$ cat src/rtl/ipc_mbx_pkg.sv
package ipc_mbx_pkg;

  localparam int MSG_W   = 32;
  localparam int CHAN_W  = 4;
  localparam int WADDR_W = 4;

  // word offsets of the register map (byte offset / 4)
  localparam logic [WADDR_W-1:0] OFS_RECV = 4'd0;
  localparam logic [WADDR_W-1:0] OFS_STAT = 4'd6;
  localparam logic [WADDR_W-1:0] OFS_CTRL = 4'd7;
  localparam logic [WADDR_W-1:0] OFS_SEND = 4'd8;

  // bit positions
  localparam int ST_FULL_BIT  = 31;
  localparam int ST_EMPTY_BIT = 30;
  localparam int ST_UNF_BIT   = 1;
  localparam int ST_OVF_BIT   = 0;
  localparam int CFG_IRQ_BIT  = 0;
  localparam int CFG_CLR_BIT  = 1;

  localparam logic [MSG_W-1:0] CHAN_MASK = MSG_W'((1 << CHAN_W) - 1);

  // combine a channel number with a data word whose low bits are discarded
  function automatic logic [MSG_W-1:0] msg_pack(input logic [CHAN_W-1:0] chan,
                                                input logic [MSG_W-1:0]  data);
    return (data & ~CHAN_MASK) | (MSG_W'(chan) & CHAN_MASK);
  endfunction

  function automatic logic [CHAN_W-1:0] msg_chan(input logic [MSG_W-1:0] word);
    return word[CHAN_W-1:0];
  endfunction

  function automatic logic [MSG_W-1:0] msg_payload(input logic [MSG_W-1:0] word);
    return word & ~CHAN_MASK;
  endfunction

  // assemble the shared status word
  function automatic logic [MSG_W-1:0] status_word(input logic full, input logic empty,
                                                   input logic unf, input logic ovf);
    logic [MSG_W-1:0] s;
    s = '0;
    s[ST_FULL_BIT]  = full;
    s[ST_EMPTY_BIT] = empty;
    s[ST_UNF_BIT]   = unf;
    s[ST_OVF_BIT]   = ovf;
    return s;
  endfunction

  function automatic logic [MSG_W-1:0] ctrl_word(input logic irq_en);
    logic [MSG_W-1:0] c;
    c = '0;
    c[CFG_IRQ_BIT] = irq_en;
    return c;
  endfunction

  // fill level from pointers carrying one wrap bit
  function automatic int unsigned ptr_level(input int unsigned wptr, input int unsigned rptr,
                                            input int unsigned ptr_bits);
    return (wptr - rptr) & ((1 << ptr_bits) - 1);
  endfunction

endpackage

$ cat src/rtl/ipc_mbx_queue.sv
module ipc_mbx_queue #(
  parameter int DEPTH = 8,
  parameter int W     = 32
) (
  input  logic         clk,
  input  logic         rst_n,
  input  logic         push,
  input  logic [W-1:0] push_data,
  input  logic         pop,
  output logic [W-1:0] head,
  output logic         full,
  output logic         empty,
  output logic         push_ok,
  output logic         pop_ok,
  output logic         push_drop,
  output logic         pop_under
);
  import ipc_mbx_pkg::*;

  localparam int PTR_W = $clog2(DEPTH);
  localparam int LVL_W = PTR_W + 1;

  logic [W-1:0]     mem [DEPTH];
  logic [LVL_W-1:0] wptr, rptr;
  logic [LVL_W-1:0] level;

  assign level = LVL_W'(ptr_level(32'(wptr), 32'(rptr), LVL_W));
  assign full  = (level == LVL_W'(DEPTH));
  assign empty = (level == '0);

  // acceptance is judged on the state before the edge
  assign push_ok   = push & ~full;
  assign pop_ok    = pop & ~empty;
  assign push_drop = push & full;
  assign pop_under = pop & empty;

  assign head = mem[rptr[PTR_W-1:0]];

  always_ff @(posedge clk) begin
    if (push_ok) mem[wptr[PTR_W-1:0]] <= push_data;
  end

  always_ff @(posedge clk or negedge rst_n) begin
    if (!rst_n) begin
      wptr <= '0;
      rptr <= '0;
    end else begin
      if (push_ok) wptr <= wptr + 1'b1;
      if (pop_ok)  rptr <= rptr + 1'b1;
    end
  end


  level_up_chk: assert property (@(posedge clk) disable iff (!rst_n)
    (push_ok && !pop_ok) |=> (32'(level) == 32'($past(level)) + 1));


  level_down_chk: assert property (@(posedge clk) disable iff (!rst_n)
    (pop_ok && !push_ok) |=> (32'(level) + 1 == 32'($past(level))));


  drop_keeps_wptr_chk: assert property (@(posedge clk) disable iff (!rst_n)
    push_drop |=> (wptr == $past(wptr)));

endmodule

$ cat src/rtl/ipc_mbx_ctrl.sv
module ipc_mbx_ctrl (
  input  logic       clk,
  input  logic       rst_n,
  input  logic       tx_cfg_wr,
  input  logic [1:0] tx_cfg_bits,
  input  logic       rx_cfg_wr,
  input  logic [1:0] rx_cfg_bits,
  input  logic       push_drop,
  input  logic       pop_under,
  input  logic       empty,
  output logic       irq_en,
  output logic       ovf,
  output logic       unf,
  output logic       irq
);
  import ipc_mbx_pkg::*;

  logic       cfg_wr;
  logic [1:0] cfg_bits;
  logic       err_clr;

  // receive port takes priority on a same-cycle collision
  assign cfg_wr   = tx_cfg_wr | rx_cfg_wr;
  assign cfg_bits = rx_cfg_wr ? rx_cfg_bits : tx_cfg_bits;
  assign err_clr  = cfg_wr & cfg_bits[CFG_CLR_BIT];

  always_ff @(posedge clk or negedge rst_n) begin
    if (!rst_n) begin
      irq_en <= 1'b0;
      ovf    <= 1'b0;
      unf    <= 1'b0;
    end else begin
      if (cfg_wr) irq_en <= cfg_bits[CFG_IRQ_BIT];
      // a new event wins over a clear in the same cycle
      ovf <= push_drop | (ovf & ~err_clr);
      unf <= pop_under | (unf & ~err_clr);
    end
  end

  assign irq = irq_en & ~empty;


  ovf_sets_chk: assert property (@(posedge clk) disable iff (!rst_n)
    push_drop |=> ovf);


  unf_sets_chk: assert property (@(posedge clk) disable iff (!rst_n)
    pop_under |=> unf);


  clear_chk: assert property (@(posedge clk) disable iff (!rst_n)
    (err_clr && !push_drop && !pop_under) |=> (!ovf && !unf));

endmodule

$ cat src/rtl/ipc_mbx_port.sv
module ipc_mbx_port #(
  parameter bit CAN_SEND = 1'b1,
  parameter int ADDR_W   = 4,
  parameter int W        = 32
) (
  input  logic              sel,
  input  logic              wr,
  input  logic [ADDR_W-1:0] addr,
  input  logic [W-1:0]      status,
  input  logic [W-1:0]      ctrl,
  input  logic [W-1:0]      head,
  input  logic              empty,
  output logic [W-1:0]      rdata,
  output logic              push,
  output logic              pop,
  output logic              cfg_wr
);
  import ipc_mbx_pkg::*;

  logic rd_hit;
  logic wr_hit;
  logic [W-1:0] recv_view;

  assign rd_hit = sel & ~wr;
  assign wr_hit = sel & wr;
  assign cfg_wr = wr_hit & (addr == ADDR_W'(OFS_CTRL));

  generate
    if (CAN_SEND) begin : g_send
      assign push      = wr_hit & (addr == ADDR_W'(OFS_SEND));
      assign pop       = 1'b0;
      assign recv_view = '0;
    end else begin : g_recv
      assign push      = 1'b0;
      assign pop       = rd_hit & (addr == ADDR_W'(OFS_RECV));
      assign recv_view = empty ? '0 : head;
    end
  endgenerate

  always_comb begin
    rdata = '0;
    if (rd_hit) begin
      case (addr)
        ADDR_W'(OFS_RECV): rdata = recv_view;
        ADDR_W'(OFS_STAT): rdata = status;
        ADDR_W'(OFS_CTRL): rdata = ctrl;
        default:           rdata = '0;
      endcase
    end
  end

endmodule

$ cat src/rtl/ipc_mailbox.sv
module ipc_mailbox #(
  parameter int DEPTH  = 8,
  parameter int ADDR_W = ipc_mbx_pkg::WADDR_W
) (
  input  logic                         clk,
  input  logic                         rst_n,
  input  logic                         tx_sel,
  input  logic                         tx_wr,
  input  logic [ADDR_W-1:0]            tx_addr,
  input  logic [ipc_mbx_pkg::MSG_W-1:0] tx_wdata,
  output logic [ipc_mbx_pkg::MSG_W-1:0] tx_rdata,
  input  logic                         rx_sel,
  input  logic                         rx_wr,
  input  logic [ADDR_W-1:0]            rx_addr,
  input  logic [ipc_mbx_pkg::MSG_W-1:0] rx_wdata,
  output logic [ipc_mbx_pkg::MSG_W-1:0] rx_rdata,
  output logic                         irq
);
  import ipc_mbx_pkg::*;

  localparam int W = MSG_W;

  // named internal events
  logic         q_push, q_pop, q_full, q_empty;
  logic         q_push_ok, q_pop_ok, q_push_drop, q_pop_under;
  logic [W-1:0] q_head;
  logic         tx_push, tx_pop, tx_cfg_wr;
  logic         rx_push, rx_pop, rx_cfg_wr;
  logic         irq_en, ovf, unf;
  logic [W-1:0] status, ctrl;

  assign q_push = tx_push | rx_push;
  assign q_pop  = tx_pop | rx_pop;
  assign status = status_word(q_full, q_empty, unf, ovf);
  assign ctrl   = ctrl_word(irq_en);

  ipc_mbx_port #(.CAN_SEND(1'b1), .ADDR_W(ADDR_W), .W(W)) u_tx_port (
    .sel(tx_sel), .wr(tx_wr), .addr(tx_addr),
    .status(status), .ctrl(ctrl), .head(q_head), .empty(q_empty),
    .rdata(tx_rdata), .push(tx_push), .pop(tx_pop), .cfg_wr(tx_cfg_wr)
  );

  ipc_mbx_port #(.CAN_SEND(1'b0), .ADDR_W(ADDR_W), .W(W)) u_rx_port (
    .sel(rx_sel), .wr(rx_wr), .addr(rx_addr),
    .status(status), .ctrl(ctrl), .head(q_head), .empty(q_empty),
    .rdata(rx_rdata), .push(rx_push), .pop(rx_pop), .cfg_wr(rx_cfg_wr)
  );

  ipc_mbx_queue #(.DEPTH(DEPTH), .W(W)) u_queue (
    .clk(clk), .rst_n(rst_n),
    .push(q_push), .push_data(tx_wdata), .pop(q_pop),
    .head(q_head), .full(q_full), .empty(q_empty),
    .push_ok(q_push_ok), .pop_ok(q_pop_ok),
    .push_drop(q_push_drop), .pop_under(q_pop_under)
  );

  ipc_mbx_ctrl u_ctrl (
    .clk(clk), .rst_n(rst_n),
    .tx_cfg_wr(tx_cfg_wr), .tx_cfg_bits(tx_wdata[1:0]),
    .rx_cfg_wr(rx_cfg_wr), .rx_cfg_bits(rx_wdata[1:0]),
    .push_drop(q_push_drop), .pop_under(q_pop_under), .empty(q_empty),
    .irq_en(irq_en), .ovf(ovf), .unf(unf), .irq(irq)
  );


  rx_never_pushes_chk: assert property (@(posedge clk) disable iff (!rst_n)
    (rx_sel && rx_wr && !tx_sel) |=> ($past(q_empty) -> q_empty));


  reset_empty_chk: assert property (@(posedge clk)
    !rst_n |-> (q_empty && !irq));

endmodule

$ cat config.mk
export PLATFORM = sky130hd
export DESIGN_NAME = ipc_mailbox
export DESIGN_NICKNAME = d
export VERILOG_FILES = /design/src/rtl/ipc_mbx_pkg.sv /design/src/rtl/ipc_mbx_queue.sv /design/src/rtl/ipc_mbx_ctrl.sv /design/src/rtl/ipc_mbx_port.sv /design/src/rtl/ipc_mailbox.sv
export SDC_FILE = /design/constraint.sdc
export NUM_CORES = 1
export LEC_CHECK = 0
export BUFFER_PORTS_ARGS = -buffer_cell sky130_fd_sc_hd__clkbuf_2
export CAP_MARGIN = 20
export CORE_MARGIN = 2
export CORE_UTILIZATION = 55
export CTS_CLUSTER_DIAMETER = 200
export CTS_CLUSTER_SIZE = 28
export DETAILED_ROUTE_END_ITERATION = 7
export PLACE_DENSITY_LB_ADDON = 0.12
export SETUP_SLACK_MARGIN = 0.4
export SYNTH_ARGS = -nofsm -noshare
export SYNTH_HDL_FRONTEND = slang
export SYNTH_SLANG_ARGS = --single-unit
export TNS_END_PERCENT = 100
$ cat constraint.sdc
create_clock -name clk -period 7.9 [get_ports clk]
set_clock_uncertainty 0.1 [all_clocks]
set_input_delay 1.185 -clock clk [delete_from_list [all_inputs] [get_ports clk]]
set_output_delay 1.185 -clock clk [all_outputs]
set_load 0.01 [all_outputs]
==> results.toml, run 1 <==
[synth]
ys_warn_count = 0
synth_cells = 559
synth.distinct_cells = 45
avgSynthCellArea_um2 = 19.3
ys_ff_latch = 267
yosysSeqAreaShare = 0.738
netlist_area_um2 = 10800
synth_flop_cell = "edfxtp_1"
async_flop_share = 0.0412
synth_edf_count = 256

[floorplanning]
initial_core_util = 0.558
die_x_um = 144
design.core.area_um2 = 19300
rows = 51
die_height_um = 144
dieArea_um2 = 20700
io_pins = 143

[layout]
fin_nets = 724
final_common_cell = "edfxtp_1"
final_cell_mix = "edfxtp_1 (256), clkbuf_2 (84), nand2_1 (65)"
final_layout_size_suffix_gt1_frac = 0.303
area_growth_pct = 9.36
num_antenna_cells = 0
fill_cells = 1428

[drt]
drtIter0Drc = 284
firstDrtPassIters = 5
ant_nets = 0
via_per_inst = 5.68
drc = 0
vias = 5161
wire_per_inst_um = 21.8
routed_wirelength_um = 19800

[timing]
hold_ws_ns = 0.454
rsz0062_at_grt = "false"
slew_headroom = 0.335
min_period_ns = 5.53
hold_viol_final = 0
setup_tns_ns = 0
slew_violations = 0
finalCritPeriodShare = 0.700
tightest_slew_ns = 0.998
final-setup-viol-count = 0
fmax_mhz = 181

[power_and_ir_drop]
p_per_area_nw_per_um2 = 240
vdd_drop_max_mv = 0.252
p_leak_nw = 3.89

[worst_setup_path]
worstPathRequired_ns = 6.61
r2r_end = "u_queue.mem[6][9]$_DFFE_PP_"
worstPathArrival_ns = 4.24
worstSetupStartpointType = "register"
worstPathMaxFanout = 63
r2r_cells = 9
r2r_slack_ns = 3.36
path_class = "register to output port"
r2r-start = "u_queue.rptr[1]$_DFFE_PN0P_"
worstSetupEndpointType = "output port"

[clock_tree]
cts_buffers = 13
cts_setup_buffers = 0
clock_path_buffers = 3
cts_tree = "built"
hold_buffers = 0
cts.clk_slew.worst_paths_ns = 0.10
cts_root_buffer = "clkbuf_16"
insertion_delay_ns = 0.47
h-tree-depth = 1
cts_sinks = 267
ctsResizeCount = 0

[grt]
antenna_found_initial = 0
grt_pass1_vias = 5261
grt_overflow_total = 0
track_usage = 0.197
grt_pass1_wl_um = 29900
grt_max_degree = 64

[min_path]
hold-path-endpoint = "u_ctrl.ovf$_DFF_PN0_"
holdPathStages = 1
min-delay-start = "u_ctrl.ovf$_DFF_PN0_"
hp-class = "register to register"

[place]
numPortBuffers = 84
dp_hpwl_um = 11000
gp_congestion = 0.758

[job]
maxCapViolations = 0

[outcome]
outcome = "finished clean"
worst max path at each step:
stage                                            from                           to  slack [ns]  cells after the start
after global routing      u_queue.rptr[1]$_DFFE_PN0P_                  rx_rdata[0]        2.06                     10
after CTS                 u_queue.rptr[1]$_DFFE_PN0P_                  rx_rdata[2]        2.27                     10
after floorplan           u_queue.rptr[1]$_DFFE_PN0P_  u_queue.mem[4][0]$_DFFE_PP_        1.93                      9
after detailed placement  u_queue.rptr[1]$_DFFE_PN0P_                  rx_rdata[2]        2.80                     10
after global placement    u_queue.rptr[1]$_DFFE_PN0P_                  rx_rdata[0]        2.83                     10
final                     u_queue.rptr[1]$_DFFE_PN0P_                  rx_rdata[0]        2.37                     10
critical path, stage by stage (launching register included):
cell	delay (ns)
dfrtp_2	0.35
buf_4	0.72
inv_1	0.28
ha_1	0.30
and2b_1	0.21
xnor2_1	0.08
or2_0	0.44
o21ai_4	0.57
buf_4	0.47
o22ai_1	0.17
clkbuf_2	0.15
layout make-up:
| cell class | instances | area, µm² | area share |
|---|---|---|---|
| tap | 265 | 332 | 0.0281 |
| sequential | 267 | 7970 | 0.676 |
| multi-input combinational | 259 | 2610 | 0.221 |
| timing repair buffer | 96 | 510 | 0.0433 |
| clock inverter | 1 | 16.3 | 0.00138 |
| clock buffer | 17 | 340 | 0.0289 |
| inverter | 4 | 15.0 | 0.00127 |
per-layer routing:
layer  part of all wire  global-route usage
met1               0.40               0.258
met4              0.012              0.0387
met2               0.53               0.355
met3              0.059              0.0295
met5                  0                   0
flip-flops by register name, indices dropped and copies added, names as in the netlist:
| register | count |
|---|---|
| u_queue.mem | 256 |
| u_ctrl.irq_en | 1 |
| u_ctrl.unf | 1 |
| u_queue.rptr | 4 |
| u_queue.wptr | 4 |
| u_ctrl.ovf | 1 |
per-stage QoR:
| stage | util | instance area, µm² | std cells | power (mW) | setup WS (ns) |
|---|---|---|---|---|---|
| 2_1_floorplan | - | 10900 | 586 | 2.07 | 1.93 |
| 3_3_place_gp | 0.592 | 11400 | 891 | 2.16 | 2.83 |
| 3_5_place_dp | 0.592 | 11400 | 891 | 2.16 | 2.80 |
| 4_1_cts | 0.610 | 11800 | 909 | 2.86 | 2.27 |
| 5_1_grt | 0.610 | 11800 | 909 | 2.95 | 2.06 |
| 6_report | 0.610 | 11800 | 909 | 2.83 | 2.37 |
power by group:
group          internal (mW)  switching (mW)  total (mW)
Combinational          0.255           0.255       0.509
Sequential              1.57          0.0467        1.61
Clock                  0.310           0.395       0.705
logic make-up after synthesis:
| logic type | synth area share |
|---|---|
| adders and majority gates | 0.00580 |
| DFF | 0.738 |
| xor gates and xnor gates | 0.0102 |
| AOI/OAI and AO/OA | 0.0273 |
| other | 0.000348 |
| and+or+nand+nor | 0.0418 |
| muxes | 0.142 |
| buffers and inverters | 0.0343 |
Yosys cell counts, types with 5 or more instances:
cell / n / area [µm²]
mux4_2: 64 / 1440
mux2i_1: 6 / 60.1
clkbuf_1: 11 / 41.3
nor3_1: 7 / 35.0
xnor2_1: 7 / 61.3
ha_1: 5 / 62.6
nand2_1: 65 / 244
a21oi_1: 29 / 145
edfxtp_1: 256 / 7690
buf_4: 30 / 225
nor2_1: 9 / 33.8
buf_2: 8 / 40.0
dfrtp_1: 11 / 275
Power figures use the tool's default switching activity.
==> run 2, diff against run 1 <==
--- a/config.mk
+++ b/config.mk
@@ -8,7 +8,7 @@
 export BUFFER_PORTS_ARGS = -buffer_cell sky130_fd_sc_hd__clkbuf_2
 export CAP_MARGIN = 20
 export CORE_MARGIN = 2
-export CORE_UTILIZATION = 55
+export CORE_UTILIZATION = 52
 export CTS_CLUSTER_DIAMETER = 200
 export CTS_CLUSTER_SIZE = 28
 export DETAILED_ROUTE_END_ITERATION = 7
==> constraint.sdc (replaced) <==
create_clock -name clk -period 4.5 [get_ports clk]
set_clock_uncertainty 0.1 [all_clocks]
set_input_delay 0.675 -clock clk [delete_from_list [all_inputs] [get_ports clk]]
set_output_delay 0.675 -clock clk [all_outputs]
set_load 0.01 [all_outputs]
==> run 2 against run 1 <==
Effect of this change:
- power is 78% higher
- clock-buffer cell count rose by 3
- wire length increased by 2.4%
- utilization shrank 2.0 points
- combinational power rose by 91%
- non-clock buffer count rose by 10
- die area increased by 5.6%
- largest cell class unchanged
- largest power group unchanged
==> results.toml, run 2 (synthesis gave the netlist of run 1 again) <==
[drt]
firstDrtPassIters = 4
drc = 0
vias = 5219
wire_per_inst_um = 21.9
drtIter0Drc = 326
ant_nets = 0
via_per_inst = 5.63
routed_wirelength_um = 20300

[worst_setup_path]
worstSetupStartpointType = "register"
worstPathRequired_ns = 3.72
worstPathMaxFanout = 18
worstSetupEndpointType = "output port"
path_class = "register to output port"
worstPathArrival_ns = 3.09

[layout]
final-instance-count-excl-fill = 927
num_antenna_cells = 0
fin_nets = 734
multiInputGateArea_um2 = 2660
final_common_cell = "edfxtp_1"
final_util = 0.590
largest_register_ffs = 256
design_area_um2 = 12000
fill_cells = 1511
final_layout_size_suffix_gt1_frac = 0.312
area_growth_pct = 11.1
seq_area_um2 = 7970
final_cell_mix = "edfxtp_1 (256), clkbuf_2 (84), nand2_1 (65)"

[power_and_ir_drop]
total_power_mw = 5.04
p_leak_nw = 3.97
vdd_drop_max_mv = 0.320
p_per_area_nw_per_um2 = 420

[min_path]
hp-class = "primary input to register"

[grt]
track_usage = 0.192
grt_pass1_vias = 5455
antenna_found_initial = 0
grt_pass1_wl_um = 31700
grt_max_degree = 67
grt_overflow_total = 0

[floorplanning]
die_height_um = 148
dieArea_um2 = 21900
die_x_um = 148
rows = 52
design.core.area_um2 = 20300
io_pins = 143
initial_core_util = 0.531

[timing]
min_period_ns = 3.87
slew_violations = 0
slew_headroom = 0.365
tightest_slew_ns = 0.952
finalCritPeriodShare = 0.859
setup_ws_ns = 0.634
hold_ws_ns = 0.328
fmax_mhz = 259
rsz0062_at_grt = "false"
setup_tns_ns = 0
final-setup-viol-count = 0
hold_viol_final = 0

[clock_tree]
clock_path_buffers = 3
cts_buffers = 13
cts_root_buffer = "clkbuf_16"
cts_tree = "built"
insertion_delay_ns = 0.47
cts.clk_slew.worst_paths_ns = 0.11
h-tree-depth = 1
cts_sinks = 267

[place]
gp_congestion = 0.744
dp_hpwl_um = 11500
dpl_cell_area_um2 = 11600
placed_cells = 902
numPortBuffers = 84
pre_cts_slack_ns = 0.864

[job]
maxCapViolations = 0

[outcome]
outcome = "finished clean"
## run 2: layer usage
metal	vias to the layer above	global-route usage	part of all wire
met4	0	0.0367	0.012
met3	17	0.0256	0.045
met2	150	0.328	0.51
met5	-	0	0
li1	2344	-	-
met1	2708	0.270	0.43
## run 2: worst paths after layout
kind                       slack [ns]                   startpoint  cells past startpoint                            to
setup / recovery                 0.63  u_queue.wptr[2]$_DFFE_PN0P_                      9                  rx_rdata[26]
hold / removal                   0.33                  rx_wdata[0]                      3     u_ctrl.irq_en$_DFFE_PN0P_
setup reg to reg                 1.11  u_queue.wptr[2]$_DFFE_PN0P_                      7  u_queue.mem[6][13]$_DFFE_PP_
hold reg to reg                  0.45         u_ctrl.ovf$_DFF_PN0_                      1          u_ctrl.ovf$_DFF_PN0_
max in group asynchronous        3.54                        rst_n                      2   u_queue.rptr[0]$_DFFE_PN0P_
min in group asynchronous        0.51                        rst_n                      2          u_ctrl.ovf$_DFF_PN0_
## run 2: what timing repair did
action / CTS / global route
setup buffers: 3 / 0
setup endpoints to repair: 11 / 1
endpoints found under the hold margin: 11 / 0
hold buffers: 1 / 0
pin swaps: 1 / 0
gates resized for setup: 0 / 1
cloned: 0 / 0
## run 2: cell type report
cell class | count | share of cell area
sequential | 267 | 0.665
multi-input combinational | 259 | 0.222
timing repair buffer | 106 | 0.0522
clock buffer | 20 | 0.0294
tap | 270 | 0.0282
clock inverter | 1 | 0.00136
inverter | 4 | 0.00125
## run 2: worst max-delay path: stages, from the launching register on
cell      delay, ns
dfrtp_1        0.73
ha_1           0.38
a21oi_1        0.20
o21ai_2        0.14
xor2_2         0.33
o21ai_4        0.10
buf_12         0.17
buf_12         0.16
a21oi_1        0.22
clkbuf_2       0.18
## run 2: power by group
group | switching [mW] | leakage [nW] | total [mW] | internal (mW)
Combinational | 0.493 | 1.35 | 0.970 | 0.477
Sequential | 0.0563 | 2.44 | 2.81 | 2.75
Clock | 0.705 | 0.175 | 1.26 | 0.554
